**src/rtl/pwm_timer_pkg.sv**
```systemverilog
package pwm_timer_pkg;
  localparam int CNT_W  = 16;
  localparam int PS_W   = 3;
  localparam int DIV_W  = (1 << PS_W) - 1;
  localparam int ADDR_W = 3;

  typedef enum logic [ADDR_W-1:0] {
    REG_CTRL = 3'd0,
    REG_STAT = 3'd1,
    REG_MOD  = 3'd2,
    REG_CMP  = 3'd3,
    REG_CNT  = 3'd4
  } reg_addr_e;

  typedef struct packed {
    logic            irq_en;
    logic            low_true;
    logic            run;
    logic [PS_W-1:0] ps_code;
  } ctrl_t;

  localparam int CTRL_W = $bits(ctrl_t);

  // terminal value of the prescale divider: 2^code - 1
  function automatic logic [DIV_W-1:0] div_limit(input logic [PS_W-1:0] code);
    return {DIV_W{1'b1}} >> (DIV_W - int'(code));
  endfunction

  // the channel is active while the count is below the compare value
  function automatic logic in_active_window(input logic [CNT_W-1:0] cnt,
                                            input logic [CNT_W-1:0] cmp);
    return cnt < cmp;
  endfunction
endpackage

```
**src/rtl/pwm_prescaler.sv**
```systemverilog
module pwm_prescaler
  import pwm_timer_pkg::*;
(
  input  logic            clk,
  input  logic            rst_n,
  input  logic            run,
  input  logic [PS_W-1:0] ps_code,
  output logic            tick
);
  logic [DIV_W-1:0] div_cnt;

  // >= keeps the divider safe when the ratio shrinks mid-count
  assign tick = run && (div_cnt >= div_limit(ps_code));

  always_ff @(posedge clk or negedge rst_n) begin
    if (!rst_n) begin
      div_cnt <= '0;
    end else if (run) begin
      if (tick) div_cnt <= '0;
      else      div_cnt <= div_cnt + 1'b1;
    end
  end
endmodule

```
**src/rtl/pwm_period_counter.sv**
```systemverilog
module pwm_period_counter
  import pwm_timer_pkg::*;
#(
  parameter logic [CNT_W-1:0] MOD_RESET = 16'd255
) (
  input  logic             clk,
  input  logic             rst_n,
  input  logic             tick,
  input  logic [CNT_W-1:0] mod_buf,
  input  logic [CNT_W-1:0] cmp_buf,
  output logic [CNT_W-1:0] cnt,
  output logic [CNT_W-1:0] mod_act,
  output logic [CNT_W-1:0] cmp_act,
  output logic             wrap
);
  assign wrap = tick && (cnt == mod_act);

  always_ff @(posedge clk or negedge rst_n) begin
    if (!rst_n) begin
      cnt     <= '0;
      mod_act <= MOD_RESET;
      cmp_act <= '0;
    end else if (tick) begin
      if (wrap) begin
        cnt     <= '0;
        mod_act <= mod_buf;
        cmp_act <= cmp_buf;
      end else begin
        cnt <= cnt + 1'b1;
      end
    end
  end
endmodule

```
**src/rtl/pwm_wave_out.sv**
```systemverilog
module pwm_wave_out
  import pwm_timer_pkg::*;
(
  input  logic             run,
  input  logic             low_true,
  input  logic [CNT_W-1:0] cnt,
  input  logic [CNT_W-1:0] cmp_act,
  output logic             pwm_out
);
  logic active;

  assign active  = run && in_active_window(cnt, cmp_act);
  assign pwm_out = low_true ^ active;
endmodule

```
**src/rtl/pwm_regs.sv**
```systemverilog
module pwm_regs
  import pwm_timer_pkg::*;
#(
  parameter logic [CNT_W-1:0] MOD_RESET = 16'd255
) (
  input  logic              clk,
  input  logic              rst_n,
  input  logic              bus_wr,
  input  logic              bus_rd,
  input  logic [ADDR_W-1:0] bus_addr,
  input  logic [CNT_W-1:0]  bus_wdata,
  input  logic              wrap,
  input  logic [CNT_W-1:0]  cnt,
  output logic [CNT_W-1:0]  bus_rdata,
  output ctrl_t             ctrl,
  output logic [CNT_W-1:0]  mod_buf,
  output logic [CNT_W-1:0]  cmp_buf,
  output logic              ovf_flag,
  output logic              clr_req
);
  logic clr_armed;
  logic stat_wr;
  logic stat_rd;

  assign stat_wr = bus_wr && (bus_addr == REG_STAT);
  assign stat_rd = bus_rd && (bus_addr == REG_STAT);
  assign clr_req = stat_wr && !bus_wdata[0] && clr_armed;

  always_ff @(posedge clk or negedge rst_n) begin
    if (!rst_n) begin
      ctrl    <= '0;
      mod_buf <= MOD_RESET;
      cmp_buf <= '0;
    end else if (bus_wr) begin
      case (bus_addr)
        REG_CTRL: ctrl    <= ctrl_t'(bus_wdata[CTRL_W-1:0]);
        REG_MOD:  mod_buf <= bus_wdata;
        REG_CMP:  cmp_buf <= bus_wdata;
        default:  ;
      endcase
    end
  end

  // sticky flag: a wrap outranks a clear in the same cycle
  always_ff @(posedge clk or negedge rst_n) begin
    if (!rst_n) begin
      ovf_flag  <= 1'b0;
      clr_armed <= 1'b0;
    end else begin
      if (wrap)         ovf_flag <= 1'b1;
      else if (clr_req) ovf_flag <= 1'b0;

      if (stat_wr)                   clr_armed <= 1'b0;
      else if (stat_rd && ovf_flag)  clr_armed <= 1'b1;
    end
  end

  always_comb begin
    case (bus_addr)
      REG_CTRL: bus_rdata = {{(CNT_W-CTRL_W){1'b0}}, ctrl};
      REG_STAT: bus_rdata = {{(CNT_W-1){1'b0}}, ovf_flag};
      REG_MOD:  bus_rdata = mod_buf;
      REG_CMP:  bus_rdata = cmp_buf;
      REG_CNT:  bus_rdata = cnt;
      default:  bus_rdata = '0;
    endcase
  end
endmodule

```
**src/rtl/pwm_edge_timer.sv**
```systemverilog
module pwm_edge_timer
  import pwm_timer_pkg::*;
#(
  parameter logic [CNT_W-1:0] MOD_RESET = 16'd255
) (
  input  logic              clk,
  input  logic              rst_n,
  input  logic              bus_wr,
  input  logic              bus_rd,
  input  logic [ADDR_W-1:0] bus_addr,
  input  logic [CNT_W-1:0]  bus_wdata,
  output logic [CNT_W-1:0]  bus_rdata,
  output logic              pwm_out,
  output logic              irq
);
  ctrl_t            ctrl;
  logic             run;
  logic             low_true;
  logic             irq_en;
  logic             tick;
  logic             wrap;
  logic [CNT_W-1:0] cnt;
  logic [CNT_W-1:0] mod_act;
  logic [CNT_W-1:0] cmp_act;
  logic [CNT_W-1:0] mod_buf;
  logic [CNT_W-1:0] cmp_buf;
  logic             ovf_flag;
  logic             clr_req;

  assign run      = ctrl.run;
  assign low_true = ctrl.low_true;
  assign irq_en   = ctrl.irq_en;
  assign irq      = ovf_flag && irq_en;

  pwm_regs #(.MOD_RESET(MOD_RESET)) u_regs (
    .clk(clk), .rst_n(rst_n), .bus_wr(bus_wr), .bus_rd(bus_rd),
    .bus_addr(bus_addr), .bus_wdata(bus_wdata), .wrap(wrap), .cnt(cnt),
    .bus_rdata(bus_rdata), .ctrl(ctrl), .mod_buf(mod_buf), .cmp_buf(cmp_buf),
    .ovf_flag(ovf_flag), .clr_req(clr_req)
  );

  pwm_prescaler u_presc (
    .clk(clk), .rst_n(rst_n), .run(run), .ps_code(ctrl.ps_code), .tick(tick)
  );

  pwm_period_counter #(.MOD_RESET(MOD_RESET)) u_count (
    .clk(clk), .rst_n(rst_n), .tick(tick), .mod_buf(mod_buf), .cmp_buf(cmp_buf),
    .cnt(cnt), .mod_act(mod_act), .cmp_act(cmp_act), .wrap(wrap)
  );

  pwm_wave_out u_wave (
    .run(run), .low_true(low_true), .cnt(cnt), .cmp_act(cmp_act), .pwm_out(pwm_out)
  );
endmodule

```
**config.mk**
```make
export PLATFORM = sky130hd
export DESIGN_NAME = pwm_edge_timer
export DESIGN_NICKNAME = d
export VERILOG_FILES = /design/src/rtl/pwm_timer_pkg.sv /design/src/rtl/pwm_prescaler.sv /design/src/rtl/pwm_period_counter.sv /design/src/rtl/pwm_wave_out.sv /design/src/rtl/pwm_regs.sv /design/src/rtl/pwm_edge_timer.sv
export SDC_FILE = /design/constraint.sdc
export NUM_CORES = 1
export LEC_CHECK = 0
export CORE_MARGIN = 3
export CORE_UTILIZATION = 40
export CTS_CLUSTER_DIAMETER = 200
export DETAILED_ROUTE_END_ITERATION = 12
export DONT_BUFFER_PORTS = 1
export PLACE_DENSITY = 0.56
export SLEW_MARGIN = 5
export SYNTH_ARGS = -nofsm -noshare
export SYNTH_HDL_FRONTEND = slang
export SYNTH_HIERARCHICAL = 1
export SYNTH_SLANG_ARGS = --single-unit
```
**constraint.sdc**
```tcl
create_clock -name clk -period 6.7 [get_ports clk]
set_clock_uncertainty 0.1 [all_clocks]
set_input_delay 0.67 -clock clk [delete_from_list [all_inputs] [get_ports clk]]
set_output_delay 0.67 -clock clk [all_outputs]
set_load 0.1 [all_outputs]
```
==> key figures, run 1 <==
Outcome
  • Status: finished clean

Worst setup path
  • Highest-delay cell along the critical path: nor4_4
  • Crit. End Element: flip-flop
  • Worst path arrival time: 4.30 ns
  • Slowest Stage Delay on Critical Path: 0.89 ns
  • Cell breakdown of the critical path: or3_1, ha_1, nor2b_1, o21ai_1, a211o_4, and2_1, nand2_1, nor4_4, buf_4, mux2_2
  • Worst path required time: 6.83 ns
  • Setup CP Type: reg2reg
  • CP Max Fanout: 28
  • Worst path top cell family by delay: simple AND/OR/NAND/NOR gates
  • WP buf/inv: 1
  • Worst setup SP type: flip-flop

Finish
  • Multi-input gate area: 2620 um2
  • Commonest non-fill, non-tap cell in the layout: dfrtp_1
  • ANT cells: 0
  • Final core occ: 45.9%
  • Area Overhead vs Synth: 9.72%
  • Most frequent cells in the layout: dfrtp_1, mux2_2, nand2_1
  • Share of cells above drive strength 1: 26.8%
  • Final #Nets: 482
  • FF+latch area: 2400 um2
  • Final Cell Area: 5630 um2
  • Fill cell count: 1138

STA
  • Slew @ Worst Pin: 1.17 ns
  • Max Slew Vio Count: 0
  • Final setup violation count: 0
  • Final Hold Viols: 0
  • Rel. slew slack: 21.9%
  • RSZ-0062 raised after global routing: false
  • Max Fclk: 240 MHz
  • Fin crit share: 62.2%
  • Setup TNS: 0 ns
  • Fin crit period: 4.17 ns

Drt
  • First-pass iteration count of the detailed router: 4
  • Routed wire length: 10800 um
  • WL per Instance: 17.7 um
  • First DRT Iteration DRCs: 78
  • # DRC: 0
  • DR vias: 3149
  • Vias per cell: 5.18
  • Detail Route Antenna Nets: 0

Power and ir drop
  • Internal Power: 1.39 mW
  • Sequential power share: 42.4%
  • Sw power: 0.822 mW
  • Leakage power: 2.50 nW
  • Maximum VDD drop: 0.000188 V
  • Clock Power Share: 22.0%
  • Combinational power share: 35.6%
  • Sw Ratio: 37.2%
  • PD cells: 393 nW/um2

Min path
  • Hold Crit Class: in2async

Yosys
  • FFs w/ async S/R, synth: 100%
  • Prevailing post-synth register cell: dfrtp_1
  • Register bit total from synthesis: 95
  • Post-Syn Nets: 483
  • Yosys warns: 6
  • Post-Syn Instances: 436
  • Seq/Total Area, Yosys: 46.7%
  • EDFF count, synth: 0
  • Syn avg cell area: 11.8 um2
  • Netlist cell types: 51
  • Mapped Area: 5130 um2

Place
  • IO Port Bufs: 0
  • Placed Instance Area: 5320 um2
  • RD Place Congestion: 0.806
  • HPWL Detailed: 7400 um

Global route
  • Largest net degree at the start of global routing: 80
  • Remaining Overflow, GRT: 0
  • Initial antenna violation count: 0
  • Number of global-route vias before repair: 3394
  • First-pass GRT wire length: 17900 um
  • GR Util All Layers: 16.2%

Clocking
  • CTS tree: yes
  • Clock Path Buffers: 2
  • Number of buffers created by CTS: 9
  • Worst-path clk slew: 0.07 ns
  • Root buffer cell: clkbuf_16
  • Post-CTS Setup Bufs: 0
  • # resized after CTS: 0
  • Clock latency on the worst-skew pair: 0.35 ns
  • Clock tree sinks: 95
  • H-Tree Depth: 3
  • Hold buffers post-CTS: 1

Floorplanning
  • # IOs: 41
  • Die height: 119 um
  • Die Wd: 119 um
  • # rows: 40
  • Initial Utilization: 41.9%
  • Die area: 14200 um2
  • Core Area: 12300 um2

Job
  • Max Cap Violations: 0
through the flow:
step | hold WS [ns] | cells | worst slack (ns) | power (mW)
2_1_floorplan | 0.274 | 436 | 2.49 | 1.55
3_5_place_dp | 0.277 | 591 | 2.49 | 1.73
4_1_cts | 0.0518 | 608 | 2.47 | 2.24
3_3_place_gp | 0.277 | 591 | 2.62 | 1.71
6_report | 0.0636 | 608 | 2.53 | 2.21
5_1_grt | 0.0447 | 608 | 2.21 | 2.36
worst reg2reg max path, stage by stage (launching register included):
cell     delay (ns)
dfrtp_1        0.46
or3_1          0.40
ha_1           0.28
nor2b_1        0.04
o21ai_1        0.20
a211o_4        0.22
and2_1         0.39
nand2_1        0.18
nor4_4         0.89
buf_4          0.50
mux2_2         0.39
cell type report:
type | count | area share, %
Clock buffer | 11 | 4.49
Clock inverter | 5 | 0.555
Inverter | 21 | 1.40
Multi-Input combinational cell | 305 | 46.5
Sequential cell | 95 | 42.6
Tap cell | 168 | 3.73
Timing Repair Buffer | 3 | 0.755
Yosys cell counts, drive strengths merged (2+ instances only):
cell type / n / share of area [%]
xnor2: 17 / 2.9
inv: 21 / 1.5
and3: 6 / 0.73
dfrtp: 79 / 39
o22ai: 2 / 0.24
nor3b: 2 / 0.61
nor2: 23 / 1.7
dfstp: 16 / 8.2
mux2: 70 / 15
and2: 2 / 0.24
nor2b: 4 / 0.49
ha: 24 / 5.8
nand2: 30 / 2.2
a2bb2oi: 5 / 0.85
mux2i: 17 / 3.3
nor4: 4 / 0.78
xor2: 18 / 3.1
nand4: 9 / 1.1
o2111ai: 2 / 0.34
a21o: 3 / 0.44
o21a: 2 / 0.29
o2bb2ai: 5 / 0.85
buf: 12 / 2.0
clkbuf: 3 / 0.22
nor3: 4 / 0.49
nand3: 7 / 0.93
nand2b: 9 / 1.4
a21oi: 11 / 1.1
o21ai: 16 / 1.6
layer usage:
| layer | share of wire, % | routed length [um] | GRT usage (%) |
|---|---|---|---|
| met4 | 3.4 | 365 | 8.66 |
| met1 | 49 | 5230 | 21.4 |
| met2 | 45 | 4900 | 24.8 |
| met5 | 0 | 0 | 0 |
| met3 | 2.7 | 292 | 3.37 |
logic make-up (layout without fill, tap and decap cells):
family	count (synthesis)	after routing	synth area share, %
DFF	95	95	46.7
adders and majority gates	24	24	5.85
AOI/OAI and AO/OA	55	55	7.80
muxes	87	87	18.7
and+or+nand+nor	104	104	11.3
buffers and inverters	36	40	3.75
xor gates and xnor gates	35	35	5.97
registers in the layout (all words and copies together) (netlist names):
name,flops
u_count/cmp_act,16
u_count/cnt,16
u_count/mod_act,16
u_regs/cmp_buf,16
u_regs/mod_buf,16
u_presc/div_cnt,7
u_regs/ctrl,6
u_regs/clr_armed,1
u_regs/ovf_flag,1
worst paths after layout:
path                               startpoint                   to  slack (ns)  cells past startpoint
setup / recovery               u_regs/ctrl[2]  u_count/cmp_act[15]        2.53                     10
hold / removal                          rst_n    u_regs/mod_buf[3]        0.06                      0
setup reg to reg               u_regs/ctrl[2]  u_count/cmp_act[15]        2.53                     10
hold reg to reg            u_count/cmp_act[9]   u_count/cmp_act[9]        0.41                      1
max in group asynchronous               rst_n   u_count/cmp_act[7]        6.05                      1
min in group clk                 bus_wdata[8]    u_regs/mod_buf[8]        0.35                      1
power by group through the flow:
stage | Combinational, mW | Sequential (mW) | Clock (mW)
6_report | 0.787 | 0.937 | 0.488
3_5_place_dp | 0.782 | 0.948 | 0
5_1_grt | 0.870 | 0.969 | 0.524
3_3_place_gp | 0.769 | 0.943 | 0
2_1_floorplan | 0.668 | 0.886 | 0
4_1_cts | 0.797 | 0.940 | 0.502
Note: power is estimated with default switching activity, not from simulation.
==> inputs of run 2 (changes only) <==
ABC_AREA = 1   (was not set)
clock period = 3.9 ns   (was 6.7 ns; I/O delays follow)
==> run 2 against run 1 <==
Utilization up 1.5 points. Cell area increased by 19%. Combinational power up 120%. Final cell count up 66%. Critical path type is now reg2out. Largest power group is now combinational logic. Highest routed layer unchanged.
==> key figures, run 2 <==
Finish
  • Share of cells above drive strength 1: 12.3%
  • Final core occ: 47.5%
  • Fill cell count: 1435
  • ANT cells: 0
  • Area Overhead vs Synth: 13.5%
  • Final #Nets: 874
  • Final Cell Area: 6720 um2
  • Commonest non-fill, non-tap cell in the layout: nand2_1
  • Final std cells w/o fill: 1012
  • Most frequent cells in the layout: nand2_1, inv_1, dfrtp_1

Place
  • HPWL Detailed: 11100 um
  • IO Port Bufs: 0
  • Dpl ws: 1.03 ns
  • Placed Instance Area: 6340 um2
  • RD Place Congestion: 0.935
  • Placed Instances: 994

Outcome
  • Status: finished clean

Worst setup path
  • CP dominant cell by count: nand2_1
  • WP buf/inv: 0
  • Worst path arrival time: 2.45 ns
  • Cell breakdown of the critical path: ha_1, a21oi_1, o21ai_1, nand2_1, nand2_1, nor2_2, nand3_1, nand2_1
  • Worst path top cell family by delay: simple AND/OR/NAND/NOR gates
  • Worst setup SP type: flip-flop
  • Setup CP Type: reg2out
  • Worst path required time: 3.41 ns
  • Crit. End Element: primary output
  • Highest-delay cell along the critical path: nand2_1
  • Slowest Stage Delay on Critical Path: 0.70 ns
  • CP Max Fanout: 7

Drt
  • Detail Route Antenna Nets: 0
  • WL per Instance: 15.2 um
  • Vias per cell: 5.21
  • First-pass iteration count of the detailed router: 5
  • First DRT Iteration DRCs: 446
  • Routed wire length: 15400 um
  • # DRC: 0
  • DR vias: 5270

Power and ir drop
  • Pwr Total: 4.22 mW
  • Leakage power: 3.54 nW
  • PD cells: 629 nW/um2
  • Combinational power share: 40.3%
  • Sw power: 1.82 mW
  • Clock Power Share: 23.8%
  • Internal Power: 2.40 mW
  • Sequential power share: 35.9%
  • Maximum VDD drop: 0.000297 V
  • Sw Ratio: 43.1%

Global route
  • Remaining Overflow, GRT: 0
  • First-pass GRT wire length: 26400 um
  • Largest net degree at the start of global routing: 96
  • Number of global-route vias before repair: 5295
  • GR Util All Layers: 20.1%
  • Initial antenna violation count: 0

Yosys
  • Syn avg cell area: 7.23 um2
  • Post-Syn Instances: 819
  • Yosys warns: 6
  • Post-Syn Nets: 866
  • Mapped Area: 5920 um2

Clocking
  • Root buffer cell: clkbuf_16
  • Clock latency on the worst-skew pair: 0.35 ns
  • Clock Path Buffers: 2
  • Worst-path clk slew: 0.07 ns
  • # resized after CTS: 0
  • H-Tree Depth: 3
  • CTS tree: yes
  • Post-CTS Setup Bufs: 0
  • Clock tree sinks: 95
  • Number of buffers created by CTS: 9

STA
  • Setup WS post-layout: 0.963 ns
  • RSZ-0062 raised after global routing: false
  • Final setup violation count: 0
  • Final Hold Viols: 0
  • Setup TNS: 0 ns
  • Minimum hold slack: 0.0291 ns
  • Fin crit period: 2.94 ns
  • Max Fclk: 340 MHz
  • Slew @ Worst Pin: 0.955 ns
  • Max Slew Vio Count: 0
  • Rel. slew slack: 36.2%
  • Fin crit share: 75.3%

Floorplanning
  • Die area: 16300 um2
  • Die height: 128 um
  • # rows: 43
  • Initial Utilization: 41.8%
  • Core Area: 14100 um2
  • Die Wd: 128 um
  • # IOs: 41

Min path
  • Hold Crit Class: in2reg

Job
  • Max Cap Violations: 0
-- run 2: cell count changes in the layout (fill, tap and decap cells not counted), moves of 14 or more --
cell / previous run / this run
mux2_1: 14 / 0
mux2i_1: 17 / 0
o21ai_1: 2 / 21
nand3_1: 6 / 55
nand2_1: 30 / 292
inv_2: 0 / 15
xnor2_1: 16 / 1
nor2_1: 23 / 55
inv_1: 21 / 111
nand4_1: 9 / 46
mux2_2: 56 / 0
-- run 2: layout make-up --
| cell class | count | area (um2) | area share [%] |
|---|---|---|---|
| well taps | 180 | 225 | 3.35 |
| multi-input cells | 570 | 2870 | 42.8 |
| inverters | 127 | 482 | 7.17 |
| repair buffers | 24 | 398 | 5.92 |
| clock buffers | 12 | 267 | 3.97 |
| clock inverters | 4 | 76.3 | 1.14 |
| flip-flops and latches | 95 | 2400 | 35.7 |
-- run 2: what timing repair did --
item / 4_1_cts / 5_1_grt
setup endpoints to repair: 0 / 0
hold buffers: 2 / 0
endpoints found under the hold margin: 95 / 0
-- run 2: worst paths after layout --
| kind | startpoint | to | slack, ns | depth (start not counted) |
|---|---|---|---|---|
| hold / removal | bus_wdata[4] | u_regs/mod_buf[4] | 0.03 | 2 |
| setup / recovery | u_count/cnt[11] | pwm_out | 0.96 | 8 |
| min in group asynchronous | rst_n | u_presc/div_cnt[5] | 0.52 | 2 |
| max in group asynchronous | rst_n | u_regs/mod_buf[6] | 2.77 | 2 |
| setup reg to reg | u_regs/ctrl[2] | u_count/cmp_act[2] | 1.02 | 16 |
| hold reg to reg | u_count/cmp_act[7] | u_count/cmp_act[7] | 0.37 | 2 |
-- run 2: power by group through the flow --
stage / clock network, mW / logic (mW) / registers [mW]
after floorplan: 0 / 1.37 / 1.43
after global placement: 0 / 1.63 / 1.52
after detailed placement: 0 / 1.67 / 1.53
after global routing: 1.07 / 1.95 / 1.55
final: 1.01 / 1.70 / 1.51
after CTS: 1.03 / 1.71 / 1.51
-- run 2: routing by layer --
metal / GRT usage [%] / vias up / wire length [um] / share of wire [%]
li1: - / 2607 / - / -
met1: 28.7 / 2478 / 7370 / 48
met2: 31.2 / 166 / 6890 / 45
met3: 3.01 / 19 / 884 / 5.7
met4: 7.05 / 0 / 255 / 1.7
met5: 0 / - / 0 / 0
-- run 2: worst reg2reg max path: stages (launching register included) --
cell and delay [ns]:
dfrtp_1 0.46, nand3_1 0.11, ha_1 0.32, nand2_1 0.10, nor2_2 0.13, inv_1 0.05, nor2_2 0.14, nor2_4 0.08
nor2_8 0.23, nand2_1 0.09, nor2_1 0.11, nand2_1 0.09, nor2_4 0.24, nand3_1 0.14, buf_4 0.25, nand2_1 0.09
nand2_1 0.05
==> inputs of run 3 (changes only) <==
clock period = 2.8 ns   (was 3.9 ns; I/O delays follow)
==> run 3 against run 2 <==
Register-to-register slack worse by 0.81 ns. Global-route usage grew 0.48 points. Wire length rose by 3.8%. Setup slack got worse by 0.75 ns. Sequential power is 40% higher. Largest power group unchanged. Non-clock buffer count is 31 higher. Cell area up 3.8%. Utilization increased by 1.8 points. Count of clock-buffer cells in the layout is 1 lower. Power up 40%. Critical path depth up 7. Critical path type is now reg2reg. Flip-flop and latch count stayed put.
==> key figures, run 3 (synthesis gave the netlist of run 2 again) <==
STA
  • Minimum hold slack: 0.0247 ns
  • Final setup violation count: 0
  • Setup TNS: 0 ns
  • Final Hold Viols: 0
  • Max Fclk: 386 MHz
  • Rel. slew slack: 44.4%
  • Fin crit period: 2.59 ns
  • Max Slew Vio Count: 0
  • RSZ-0062 raised after global routing: false
  • Slew @ Worst Pin: 0.834 ns
  • Fin crit share: 92.4%

Drt
  • WL per Instance: 15.3 um
  • First DRT Iteration DRCs: 565
  • # DRC: 0
  • Routed wire length: 16000 um
  • First-pass iteration count of the detailed router: 5
  • DR vias: 5292
  • Detail Route Antenna Nets: 0
  • Vias per cell: 5.07

Min path
  • Hold Crit Class: in2reg
  • Hold depth: 3
  • Worst Hold Endpoint: u_regs/clr_armed
  • Hold Crit Start: bus_addr[0]

Worst setup path
  • Worst setup SP type: flip-flop
  • Cell breakdown of the critical path: nand3_1, ha_1, nand2_1, nor2_2, inv_1, nor2_2, nor2_4, nor2_8, nand2_1, nor2_1, nand2_1, nor2_4, buf_4, nand4_1, nand2_1
  • Worst reg2reg path startpoint: u_regs/ctrl[1]
  • Worst path required time: 2.99 ns
  • Crit. End Element: flip-flop
  • Slowest Stage Delay on Critical Path: 0.46 ns
  • Setup CP Type: reg2reg
  • R2r worst-path depth: 15
  • WP buf/inv: 2
  • Worst path top cell family by delay: simple AND/OR/NAND/NOR gates
  • Worst path arrival time: 2.77 ns
  • CP dominant cell by count: nand2_1
  • RR Endpoint: u_count/mod_act[1]
  • CP Max Fanout: 24
  • Highest-delay cell along the critical path: dfrtp_1
  • R2r setup slk: 0.21 ns

Place
  • Placed Instances: 1007
  • RD Place Congestion: 0.875
  • Placed Instance Area: 6430 um2
  • HPWL Detailed: 11700 um
  • IO Port Bufs: 0

Power and ir drop
  • PD cells: 847 nW/um2
  • Combinational power share: 42.8%
  • Sw Ratio: 43.9%
  • Maximum VDD drop: 0.000358 V
  • Leakage power: 3.67 nW
  • Internal Power: 3.31 mW
  • Clock Power Share: 21.5%
  • Sw power: 2.59 mW
  • Sequential power share: 35.7%

Clocking
  • Root buffer cell: clkbuf_16
  • Post-CTS Setup Bufs: 0
  • Clock Path Buffers: 2
  • Clock latency on the worst-skew pair: 0.35 ns
  • Worst-path clk slew: 0.07 ns
  • CTS tree: yes
  • H-Tree Depth: 3
  • Clock tree sinks: 95
  • Number of buffers created by CTS: 9

Outcome
  • Status: finished clean

Finish
  • Final std cells w/o fill: 1043
  • Most frequent cells in the layout: nand2_1, inv_1, dfrtp_1
  • Final #Nets: 905
  • Commonest non-fill, non-tap cell in the layout: nand2_1
  • Area Overhead vs Synth: 17.8%
  • Final Cell Area: 6970 um2
  • ANT cells: 0
  • Share of cells above drive strength 1: 13.7%

Global route
  • Number of global-route vias before repair: 5085
  • GR Util All Layers: 20.6%
  • Largest net degree at the start of global routing: 96
  • Remaining Overflow, GRT: 0
  • First-pass GRT wire length: 26600 um
  • Initial antenna violation count: 0

Floorplanning
  • Initial Utilization: 41.8%
  • # rows: 43
  • # IOs: 41
  • Die height: 128 um
  • Die area: 16300 um2
  • Die Wd: 128 um
  • Core Area: 14100 um2

Job
  • Max Cap Violations: 0
==> run 3: layer usage <==
layer / part of all wire, % / routed length [um] / global-route usage, % / vias up
li1: - / - / - / 2674
met2: 44 / 7030 / 31.3 / 150
met4: 1.1 / 177 / 5.43 / 0
met1: 50 / 7910 / 30.1 / 2454
met3: 5.3 / 846 / 3.93 / 14
met5: 0 / 0 / 0 / -
==> run 3: final cells by class <==
type	instances	area (um2)
clock buffers	11	253
clock inverters	5	56.3
fillers	1409	7180
inverters	127	482
multi-input cells	570	2880
flip-flops and latches	95	2400
well taps	180	225
repair buffers	55	679
==> run 3: worst register-to-register path, cell delays in order (launching register included) <==
cell and delay [ns]:
dfrtp_1 0.46, nand3_1 0.11, ha_1 0.31, nand2_1 0.09
nor2_2 0.13, inv_1 0.05, nor2_2 0.14, nor2_4 0.08
nor2_8 0.14, nand2_1 0.07, nor2_1 0.09, nand2_1 0.09
nor2_4 0.13, buf_4 0.28, nand4_1 0.16, nand2_1 0.10
==> run 3: how the worst max path moves through the flow <==
stage	start	endpoint	slack, ns	cells past startpoint
after global placement	u_regs/ctrl[2]	u_count/cmp_act[10]	0.28	17
after global routing	u_regs/ctrl[1]	u_count/cmp_act[10]	0.02	16
after CTS	u_regs/ctrl[2]	u_count/mod_act[9]	0.17	16
after floorplan	bus_addr[2]	bus_rdata[10]	0.15	5
final	u_regs/ctrl[1]	u_count/mod_act[1]	0.21	15
after detailed placement	u_regs/ctrl[2]	u_count/cmp_act[15]	0.19	16
==> run 3: per-stage QoR <==
step | power (mW) | util, % | worst slack (ns)
2_1_floorplan | 3.90 | - | 0.153
3_3_place_gp | 4.52 | 45.5 | 0.282
3_5_place_dp | 4.57 | 45.5 | 0.195
4_1_cts | 5.92 | 49.2 | 0.171
5_1_grt | 6.37 | 49.3 | 0.0154
6_report | 5.90 | 49.3 | 0.212
==> run 3: repair_timing <==
| action | CTS | global route |
|---|---|---|
| hold buffers | 20 | 0 |
| gates resized for setup | 0 | 4 |
| endpoints found under the hold margin | 134 | 0 |
| setup endpoints to repair | 0 | 29 |
==> run 3: power by group through the flow <==
| stage | Combinational, mW | Sequential, mW | Clock (mW) |
|---|---|---|---|
| finish | 2.53 | 2.11 | 1.27 |
| floorplan | 1.91 | 1.99 | 0 |
| global placement | 2.40 | 2.12 | 0 |
| CTS | 2.51 | 2.10 | 1.31 |
| global route | 2.85 | 2.15 | 1.36 |
| detailed placement | 2.44 | 2.12 | 0 |
